## config.mk

```make
export PLATFORM = sky130hd
export DESIGN_NAME = dsss_bit_to_chip
export DESIGN_NICKNAME = d
export VERILOG_FILES = /design/src/rtl/b2c_pkg.sv /design/src/rtl/b2c_chip_lut.sv /design/src/rtl/b2c_bit_collector.sv /design/src/rtl/b2c_spreader.sv /design/src/rtl/dsss_bit_to_chip.sv
export SDC_FILE = /design/constraint.sdc
export NUM_CORES = 1
export LEC_CHECK = 0
export ABC_AREA = 1
export BUFFER_PORTS_ARGS = -buffer_cell sky130_fd_sc_hd__buf_4
export CAP_MARGIN = 20
export CORE_UTILIZATION = 57
export DETAILED_ROUTE_END_ITERATION = 6
export GPL_TIMING_DRIVEN = 0
export PLACE_DENSITY = 0.76
export SYNTH_ARGS = -nofsm -noshare
export SYNTH_HDL_FRONTEND = slang
export SYNTH_SLANG_ARGS = --single-unit
```

## constraint.sdc

```tcl
create_clock -name clk -period 2.55 [get_ports clk]
set_input_delay 0.51 -clock clk [delete_from_list [all_inputs] [get_ports clk]]
set_output_delay 0.51 -clock clk [all_outputs]
set_load 0.05 [all_outputs]
```

## src/rtl/b2c_pkg.sv

```systemverilog
package b2c_pkg;
  localparam int SYM_W    = 4;
  localparam int OCT_W    = 8;
  localparam int CHIPS    = 32;
  localparam int N_WORDS  = 1 << SYM_W;
  localparam int ROT_STEP = 4;
  localparam int CIDX_W   = $clog2(CHIPS);

  localparam logic [CHIPS-1:0] SEED_WORD = 32'h744AC39B;
  localparam logic [CHIPS-1:0] ODD_FLIP  = 32'hAAAAAAAA;

  typedef logic [CHIPS-1:0] chip_word_t;
  typedef enum logic [1:0] {ST_IDLE, ST_RUN, ST_FIN} run_t;

  // Spreading word for one symbol: low three bits pick a chip delay,
  // the top bit inverts odd chips.
  function automatic chip_word_t spread_word(input logic [SYM_W-1:0] sym);
    chip_word_t w;
    int sh;
    sh = ROT_STEP * int'(sym[SYM_W-2:0]);
    w  = (SEED_WORD << sh) | (SEED_WORD >> (CHIPS - sh));
    if (sh == 0) w = SEED_WORD;
    if (sym[SYM_W-1]) w = w ^ ODD_FLIP;
    return w;
  endfunction
endpackage

```

## src/rtl/b2c_chip_lut.sv

```systemverilog
module b2c_chip_lut
  import b2c_pkg::*;
(
  input  logic [SYM_W-1:0] sym,
  output chip_word_t       word
);
  chip_word_t tbl [N_WORDS];

  for (genvar g = 0; g < N_WORDS; g++) begin : g_ent
    assign tbl[g] = spread_word(SYM_W'(g));
  end

  assign word = tbl[sym];
endmodule

```

## src/rtl/b2c_bit_collector.sv

```systemverilog
module b2c_bit_collector #(
  parameter int PKT_BITS = 88
) (
  input  logic                clk,
  input  logic                rst,
  input  logic                data_tick,
  input  logic                bit_in,
  output logic [PKT_BITS-1:0] pkt
);
  logic [PKT_BITS-1:0] pkt_q;

  // New bits enter at the top and move down, so the first one ends at bit 0.
  always_ff @(posedge clk) begin
    if (rst)            pkt_q <= '0;
    else if (data_tick) pkt_q <= {bit_in, pkt_q[PKT_BITS-1:1]};
  end

  assign pkt = pkt_q;

  a_r2_hold_between_ticks: assert property (@(posedge clk) disable iff (rst)
    !data_tick |=> $stable(pkt_q));
  a_r2_entry_bit: assert property (@(posedge clk) disable iff (rst)
    data_tick |=> (pkt_q[PKT_BITS-1] == $past(bit_in)));
endmodule

```

## src/rtl/b2c_spreader.sv

```systemverilog
module b2c_spreader
  import b2c_pkg::*;
#(
  parameter int PKT_BITS = 88
) (
  input  logic                clk,
  input  logic                rst,
  input  logic                load,
  input  logic                shift_en,
  input  logic [PKT_BITS-1:0] pkt,
  output logic                chip_out,
  output logic                done
);
  localparam int NSYM  = PKT_BITS / SYM_W;
  localparam int SIDX_W = $clog2(NSYM);

  run_t              st;
  logic [SIDX_W-1:0] sym_idx;
  logic [CIDX_W-1:0] chip_idx;
  chip_word_t        creg;
  logic [PKT_BITS-1:0] pkt_q;

  logic [SYM_W-1:0] sym_sel;
  chip_word_t       lut_word;

  // Named events for the assertions.
  logic emit_w, sym_end_w, last_emit_w;

  function automatic logic [SYM_W-1:0] pick_sym(input logic [PKT_BITS-1:0] v,
                                                input int idx);
    logic [SYM_W-1:0] r;
    r = '0;
    if (idx < NSYM)
      for (int b = 0; b < SYM_W; b++) r[b] = v[idx*SYM_W + b];
    return r;
  endfunction

  always_comb begin
    if (load) sym_sel = pick_sym(pkt, 0);
    else      sym_sel = pick_sym(pkt_q, int'(sym_idx) + 1);
  end

  b2c_chip_lut u_lut (.sym(sym_sel), .word(lut_word));

  assign emit_w      = !load && shift_en && (st == ST_RUN);
  assign sym_end_w   = emit_w && (chip_idx == CIDX_W'(CHIPS-1));
  assign last_emit_w = sym_end_w && (sym_idx == SIDX_W'(NSYM-1));

  always_ff @(posedge clk) begin
    if (rst) begin
      st       <= ST_IDLE;
      sym_idx  <= '0;
      chip_idx <= '0;
      creg     <= '0;
      pkt_q    <= '0;
      chip_out <= 1'b0;
      done     <= 1'b0;
    end else if (load) begin
      pkt_q    <= pkt;
      creg     <= lut_word;
      sym_idx  <= '0;
      chip_idx <= '0;
      st       <= ST_RUN;
      chip_out <= 1'b0;
      done     <= 1'b0;
    end else begin
      done     <= (st == ST_FIN);
      chip_out <= emit_w ? creg[0] : 1'b0;
      if (st == ST_FIN) st <= ST_IDLE;
      if (emit_w) begin
        if (last_emit_w) begin
          st <= ST_FIN;
        end else if (sym_end_w) begin
          sym_idx  <= sym_idx + 1'b1;
          chip_idx <= '0;
          creg     <= lut_word;
        end else begin
          creg     <= creg >> 1;
          chip_idx <= chip_idx + 1'b1;
        end
      end
    end
  end

  a_r6_load_quiet: assert property (@(posedge clk) disable iff (rst)
    load |=> (!chip_out && !done));
  a_r7_idle_zero: assert property (@(posedge clk) disable iff (rst)
    (!shift_en && !load) |=> !chip_out);
  a_r8_done_after_last: assert property (@(posedge clk) disable iff (rst)
    done |-> $past(last_emit_w, 2));
  a_r8_done_single: assert property (@(posedge clk) disable iff (rst)
    done |=> !done);
  a_r8_done_quiet: assert property (@(posedge clk) disable iff (rst)
    done |-> !chip_out);
  a_r9_no_emit_unarmed: assert property (@(posedge clk) disable iff (rst)
    ((st == ST_IDLE) && !load) |=> !chip_out);
  a_r3_sym_bound: assert property (@(posedge clk) disable iff (rst)
    sym_idx <= SIDX_W'(NSYM-1));
endmodule

```

## src/rtl/dsss_bit_to_chip.sv

```systemverilog
module dsss_bit_to_chip #(
  parameter int PKT_OCTETS = 11
) (
  input  logic clk,
  input  logic rst,
  input  logic data_tick,
  input  logic bit_in,
  input  logic load,
  input  logic shift_en,
  output logic chip_out,
  output logic done
);
  localparam int PKT_BITS = PKT_OCTETS * b2c_pkg::OCT_W;

  logic [PKT_BITS-1:0] pkt;

  b2c_bit_collector #(.PKT_BITS(PKT_BITS)) u_coll (
    .clk(clk), .rst(rst), .data_tick(data_tick), .bit_in(bit_in), .pkt(pkt)
  );

  b2c_spreader #(.PKT_BITS(PKT_BITS)) u_spr (
    .clk(clk), .rst(rst), .load(load), .shift_en(shift_en), .pkt(pkt),
    .chip_out(chip_out), .done(done)
  );

  a_r1_reset_clear: assert property (@(posedge clk)
    rst |=> (!chip_out && !done));
endmodule

```

Word-level counts from Yosys, hierarchy flattened

Memories as Yosys holds them, arrays and structs flattened.
Cells that the tools add are included.

Memory bits (read-only): 512
Input port bits: 6
Memories kept: 1
Register bits after elaboration: 222

Magnitude comparators: 6
Add/subtract/negate cells: 6
Equal/unequal tests: 5
Bitwise logic cells: 3
Reductions and logical operators: 11
Multiplexer cells: 25

Memory list:

| name             | words | width | rd ports | clocked after Yosys merged registers in | write ports | line               | RTL |
|---|---|---|---|---|---|---|---|
| (name not given) | 16    | 32    | 1        | 0                                       | 0           | b2c_chip_lut.sv:13 | `assign word = tbl[sym];` |

Operators with widths:

| operator                                                                      | number |
|---|---|
| 32-bit two-way mux                                                            | 6 |
| 32-bit by 9-bit less-than comparator with 1-bit output, second input constant | 4 |
| 32-bit by 3-bit adder with 32-bit output, second input constant               | 2 |
| 32-bit by 2-bit adder with 32-bit output, second input constant               | 1 |
| 32-bit by 6-bit less-than comparator with 1-bit output, second input constant | 1 |
| 1-bit binary-select mux with 7-bit select                                     | 3 |
| 5-bit by 1-bit adder with 5-bit output, second input constant                 | 2 |
| 5-bit == test, second input constant                                          | 2 |
| 1-bit two-way mux                                                             | 9 |
| 4-bit two-way mux                                                             | 2 |
| 5-bit by 1-bit adder with 6-bit output, second input constant                 | 1 |
| 2-bit two-way mux                                                             | 3 |
| 1-bit binary-select mux with 5-bit select                                     | 1 |
| 5-bit greater-or-equal comparator, second input constant                      | 1 |
| 5-bit two-way mux                                                             | 1 |
| 4-bit NOT with 5-bit output                                                   | 1 |
| 1-bit logical AND                                                             | 4 |
| 2-bit AND reduction                                                           | 2 |
| 3-bit AND reduction                                                           | 1 |
| 3-bit OR reduction                                                            | 1 |
| 2-bit by 1-bit == test with 1-bit output, second input constant               | 1 |
| 2-bit == test, second input constant                                          | 1 |
| 2-bit != test, second input constant                                          | 1 |
| 1-bit NOT                                                                     | 2 |
| 3 further kinds                                                               | 3 |

Depth between registers and ports, before layout

Depth after elaboration: 15
Depth in mapped cells: 24

Modules after synthesis

Synthesis repeated with hierarchy kept, for this count alone.

Cells, all modules: 1617
Area total of the unflattened synthesis: 10423.7 µm²

By module, submodules not included:

| module            | sequential area each (µm²) | instances | cells an instance | area each (µm²) |
|---|---|---|---|---|
| b2c_spreader      | 2682.6                     | 1         | 942               | 6183.4 |
| b2c_bit_collector | 1761.7                     | 1         | 558               | 3644.7 |
| b2c_chip_lut      | 0.0                        | 1         | 117               | 595.6 |

Worst setup path after synthesis

OpenSTA, ideal clock, no wires.

Path kind: register -> register
Start point: reg u_spr.sym_idx[1]
End point: reg u_spr.creg[23]
Setup time: 0.132 ns
Path buffers: 2
Path slack: 0.082 ns
Data arrival time: 2.336 ns
Data required time: 2.418 ns
Stages on the path, launching flop included: 22
Path through: dfxtp_1 inv_1 ha_1 buf_4 inv_4 buf_6 nand3_1 nand2_1 nand2_1 nand2_1 a21oi_1 nand3_1 nand2_1 nand2_2 clkinv_2 ha_1 nand2_1 nand2_1 o21ai_1 nand2_1 nand2_1 a21oi_1

Word-level cells in the longest chain between the ends: 15
Elaborated cells between the ends (all ways): 31
Those cells by class: add/sub (4); order compare (1); eq/ne (2); mux (20); bitwise (1); reduce/logical (2); memory (1)

RTL lines:

| item                                                                                                 | line               | RTL |
|---|---|---|
| from (decl)                                                                                          | b2c_spreader.sv:18 | `logic [SIDX_W-1:0] sym_idx;` |
| from (signal assigned)                                                                               | b2c_spreader.sv:74 | `sym_idx <= sym_idx + 1'b1;` |
| 5-bit by 1-bit adder with 6-bit output                                                               | b2c_spreader.sv:40 | `else sym_sel = pick_sym(pkt_q, int'(sym_idx) + 1);` |
| 32-bit by 2-bit adder with 32-bit output or 32-bit by 3-bit adder with 32-bit output (tied branches) | b2c_spreader.sv:34 | `for (int b = 0; b < SYM_W; b++) r[b] = v[idx*SYM_W + b];` |
| 1-bit binary-select mux with 7-bit select                                                            | b2c_spreader.sv:34 |  |
| 1-bit two-way mux (not written as such) (2 in a row)                                                 | b2c_spreader.sv:34 |  |
| 4-bit two-way mux                                                                                    | b2c_spreader.sv:33 | `if (idx < NSYM)` |
| 4-bit two-way mux                                                                                    | b2c_spreader.sv:39 | `if (load) sym_sel = pick_sym(pkt, 0);` |
| 4-bit NOT with 5-bit output (not written as such)                                                    | b2c_chip_lut.sv:13 |  |
| memory 16 x 32 bit                                                                                   | -                  |  |
| 32-bit two-way mux (not written as such) (2 in a row)                                                | b2c_chip_lut.sv:13 |  |
| 32-bit two-way mux                                                                                   | b2c_spreader.sv:73 | `end else if (sym_end_w) begin` |
| 32-bit two-way mux                                                                                   | b2c_spreader.sv:71 | `if (last_emit_w) begin` |
| 32-bit two-way mux                                                                                   | b2c_spreader.sv:70 | `if (emit_w) begin` |
| 32-bit two-way mux                                                                                   | b2c_spreader.sv:58 | `end else if (load) begin` |
| to (signal assigned)                                                                                 | b2c_spreader.sv:60 | `creg <= lut_word;` |
| to (signal assigned)                                                                                 | b2c_spreader.sv:76 | `creg <= lut_word;` |
| to (signal assigned)                                                                                 | b2c_spreader.sv:78 | `creg <= creg >> 1;` |
| to (decl)                                                                                            | b2c_spreader.sv:20 | `chip_word_t creg;` |

Parallel ways exist; a longest one is shown, timed or not. The select of a mux whose other input is x is not followed.
A chain may end at the register's enable or synchronous reset.

Worst setup path after layout

Start point: reg u_spr.sym_idx[0]
End point: reg u_spr.creg[27]

Same word-level chain as after synthesis.

==> impl_metrics.tcl <==
set metrics [dict create \
    cts_buffers 23 \
    wl_per_cell_um 16.8 \
    grt_pass1_vias 8742 \
    end_kind "flip-flop" \
    cts_hold_buf 0 \
    routed-wl-met2_um 12200 \
    worstPathArrival_ns 3.02 \
    power_density_nw_per_um2 731 \
    reg2reg_to "u_spr.creg[27]" \
    drive_above_1_share_pct 16.0 \
    setup_viol_count_final 11 \
    nFillCells 1379 \
    multi_input_area_um2 4950 \
    wl_met1_um 12700 \
    ir_worst_vdd_uv 718 \
    syn_inst 1366 \
    slew-limit-headroom_pct 46.4 \
    r2r.worst_path.cells 20 \
    timing.final.ws_setup_ns -0.102 \
    tritoncts "built" \
    synthToLayoutAreaGrowth_pct 21.0 \
    syn_nets 1380 \
    ff_latch_area_um2 4450 \
    pin_count 8 \
    first_iter_violations 906 \
    leakage_nw 4.85 \
    vias_per_cell 5.67 \
    synth.largest_area_cell "dfxtp_1" \
    total_power_mw 8.48 \
    synth_flop_cell "dfxtp_1" \
    synth_commonest_cells "nor2_1, nand2_1, dfxtp_1" \
    initial_core_util_pct 58.0 \
    reg2reg_from "u_spr.sym_idx[0]" \
    hold_path.class "input pin to flip-flop" \
    die_y_um 132 \
    gp_congestion 0.935 \
    via_count 9454 \
    ys_seq_area_share_pct 46.4 \
    start_kind "flip-flop" \
    synthTopCellsByArea "dfxtp_1, nor2_1, o21ai_0" \
    wl_met3_um 2020 \
    cap_viol_max_count 0 \
    max_clock_freq_mhz 377 \
    top_layer "met4" \
    tightest_slew_ns 0.804 \
    syn_area_um2 9580 \
    postRouteAntennaNets 0 \
    rsz0062_at_grt "true" \
    ys_ff_latch 222 \
    worst-setup-path-type "flip-flop to flip-flop" \
    drv_slew 0 \
    root_buffer "clkbuf_16" \
    synth_cell_types 36 \
    yosysWarnings 0 \
    clkSinkCount 222 \
    tns_ns -0.448 \
    totalWireLength_um 28000 \
    fp-row-count 47 \
    dieArea_um2 17300 \
    design_area_um2 11600 \
    required_ns 2.92 \
    post-route-period-util_pct 104 \
    drc 0 \
    antenna_cells 0 \
    hold_ws_ns 0.245 \
    finalCriticalPeriod_ns 2.65 \
    async_flop_share_pct 0 \
    skew_ns 0.00851 \
    portBuffers 5 \
    post-synth-top-count-cell "nor2_1" \
    status "finished with violations" \
    dp.final_hpwl_um 18000 \
    r2r_setup_slack_ns -0.10 \
    gr-total-overflow 0 \
    cts.path.max_buffers 3 \
    finalNetCount 1444 \
    dr.pass1.iters 6 \
    syn_area_per_cell_um2 7.01 \
    antenna_found_initial 0 \
    placed_cell_area_um2 9890 \
    worstPathMaxFanout 8 \
    synth_edf_count 0 \
    grt_pass1_wl_um 44200 \
    clock_latency_ns 0.51 \
    coreArea_um2 16500 \
    startpoint "u_spr.sym_idx[0]" \
    violations "negative setup slack" \
    grt_max_degree 19 \
    clkSlewWorstSetupHoldPaths_ns 0.07 \
    endpoint "u_spr.creg[27]" \
    htreeDepth 1 \
    utilization_pct 70.2 \
    die_x_um 132 \
    grt_use_total_pct 31.6 \
    finalHoldViolCount 0 \
    yosys.area.top_type_share_pct 46.4 \
]
final cells by class:
class	instances	share of cell area (%)
inverter	55	2.00
clock buffer	32	5.60
clock inverter	9	1.50
multi-input combinational	999	42.7
tap	220	2.37
timing repair buffer	41	3.19
buffer	88	4.27
sequential	222	38.4
what timing repair did:
action / 4_1_cts / 5_1_grt
pin swaps: 47 / 53
gates resized for setup: 84 / 87
buffers inserted: 26 / 8
cloned: 2 / 0
endpoints found under the setup margin: 30 / 32
cell families (layout without fill, tap and decap cells):
group | Yosys count | in the layout | share of synthesized area (%)
AOI/OAI and AO/OA | 333 | 333 | 18.0
xor gates and xnor gates | 2 | 2 | 0.183
adders and majority gates | 8 | 8 | 1.04
buffers and inverters | 145 | 225 | 6.88
DFF | 222 | 222 | 46.4
and+or+nand+nor | 656 | 656 | 27.5
layer usage:
| metal | track usage (%) | up-vias |
|---|---|---|
| met5 | 0 | - |
| met4 | 12.0 | 0 |
| met3 | 4.78 | 87 |
| met2 | 49.8 | 381 |
| met1 | 43.5 | 4411 |
| li1 | - | 4575 |
cell usage in the layout (no fill, tap or decap), types with 3 or more instances in the layout:
| master | n |
|---|---|
| nor2_1 | 326 |
| dfxtp_1 | 220 |
| o21ai_0 | 212 |
| nand2_1 | 198 |
| a21oi_1 | 79 |
| clkbuf_1 | 64 |
| inv_1 | 41 |
| nand3_1 | 40 |
| nand2_2 | 33 |
| buf_4 | 33 |
| clkbuf_16 | 23 |
| nand3_2 | 21 |
| buf_6 | 16 |
| nand2_4 | 14 |
| a21oi_2 | 12 |
| o21ai_1 | 11 |
| buf_2 | 7 |
| nor2_4 | 7 |
| clkinv_2 | 6 |
| inv_2 | 6 |
| buf_8 | 5 |
| ha_4 | 5 |
| bufinv_16 | 5 |
| nand4_1 | 4 |
| o21ai_2 | 4 |
| buf_12 | 4 |
| o211ai_1 | 4 |
| nor3_1 | 4 |
| clkbuf_8 | 4 |
| nor2_2 | 3 |
| clkbuf_2 | 3 |
| a31oi_1 | 3 |
worst min path at each step:
stage                          from         endpoint  slack (ns)  depth (start not counted)
floorplan             u_spr.creg[0]   u_spr.chip_out        0.42                          2
global placement    u_spr.pkt_q[31]  u_spr.pkt_q[31]        0.44                          2
global route                 bit_in   u_coll.pkt[87]        0.26                          3
detailed placement  u_spr.pkt_q[31]  u_spr.pkt_q[31]        0.45                          2
finish                       bit_in   u_coll.pkt[87]        0.25                          3
CTS                          bit_in   u_coll.pkt[87]        0.24                          3
power breakdown:
group / leakage [nW] / internal, mW / switching (mW)
Sequential: 1.83 / 3.69 / 0.140
Combinational: 2.62 / 0.344 / 0.638
Clock: 0.405 / 2.28 / 1.39
state kept, by name, indices dropped and copies added, names as in the netlist:
name,cells
u_coll.pkt,88
u_spr.pkt_q,88
u_spr.creg,32
u_spr.chip_idx,5
u_spr.sym_idx,5
u_spr.st,2
u_spr.chip_out,1
u_spr.done,1
worst max-delay path, stage by stage, from the launching register on:
cell	delay, ns
dfxtp_4	0.38
ha_4	0.36
inv_8	0.05
buf_12	0.14
buf_8	0.13
a21oi_2	0.09
o21ai_1	0.08
nand2_1	0.06
nand2_1	0.06
nand2_2	0.07
nand2_2	0.07
nand3_4	0.12
a21oi_4	0.08
buf_6	0.16
buf_6	0.13
nand2_4	0.08
nand2_2	0.05
a21oi_2	0.15
nand2_2	0.09
nand2_1	0.07
a21oi_1	0.05
metrics by stage:
stage	worst slack, ns	cells
2_1_floorplan	0.0818	1366
3_3_place_gp	-0.479	1591
3_5_place_dp	-0.476	1591
4_1_cts	-0.0290	1659
5_1_grt	-0.215	1666
6_report	-0.102	1666
Power figures use the tool's default switching activity.
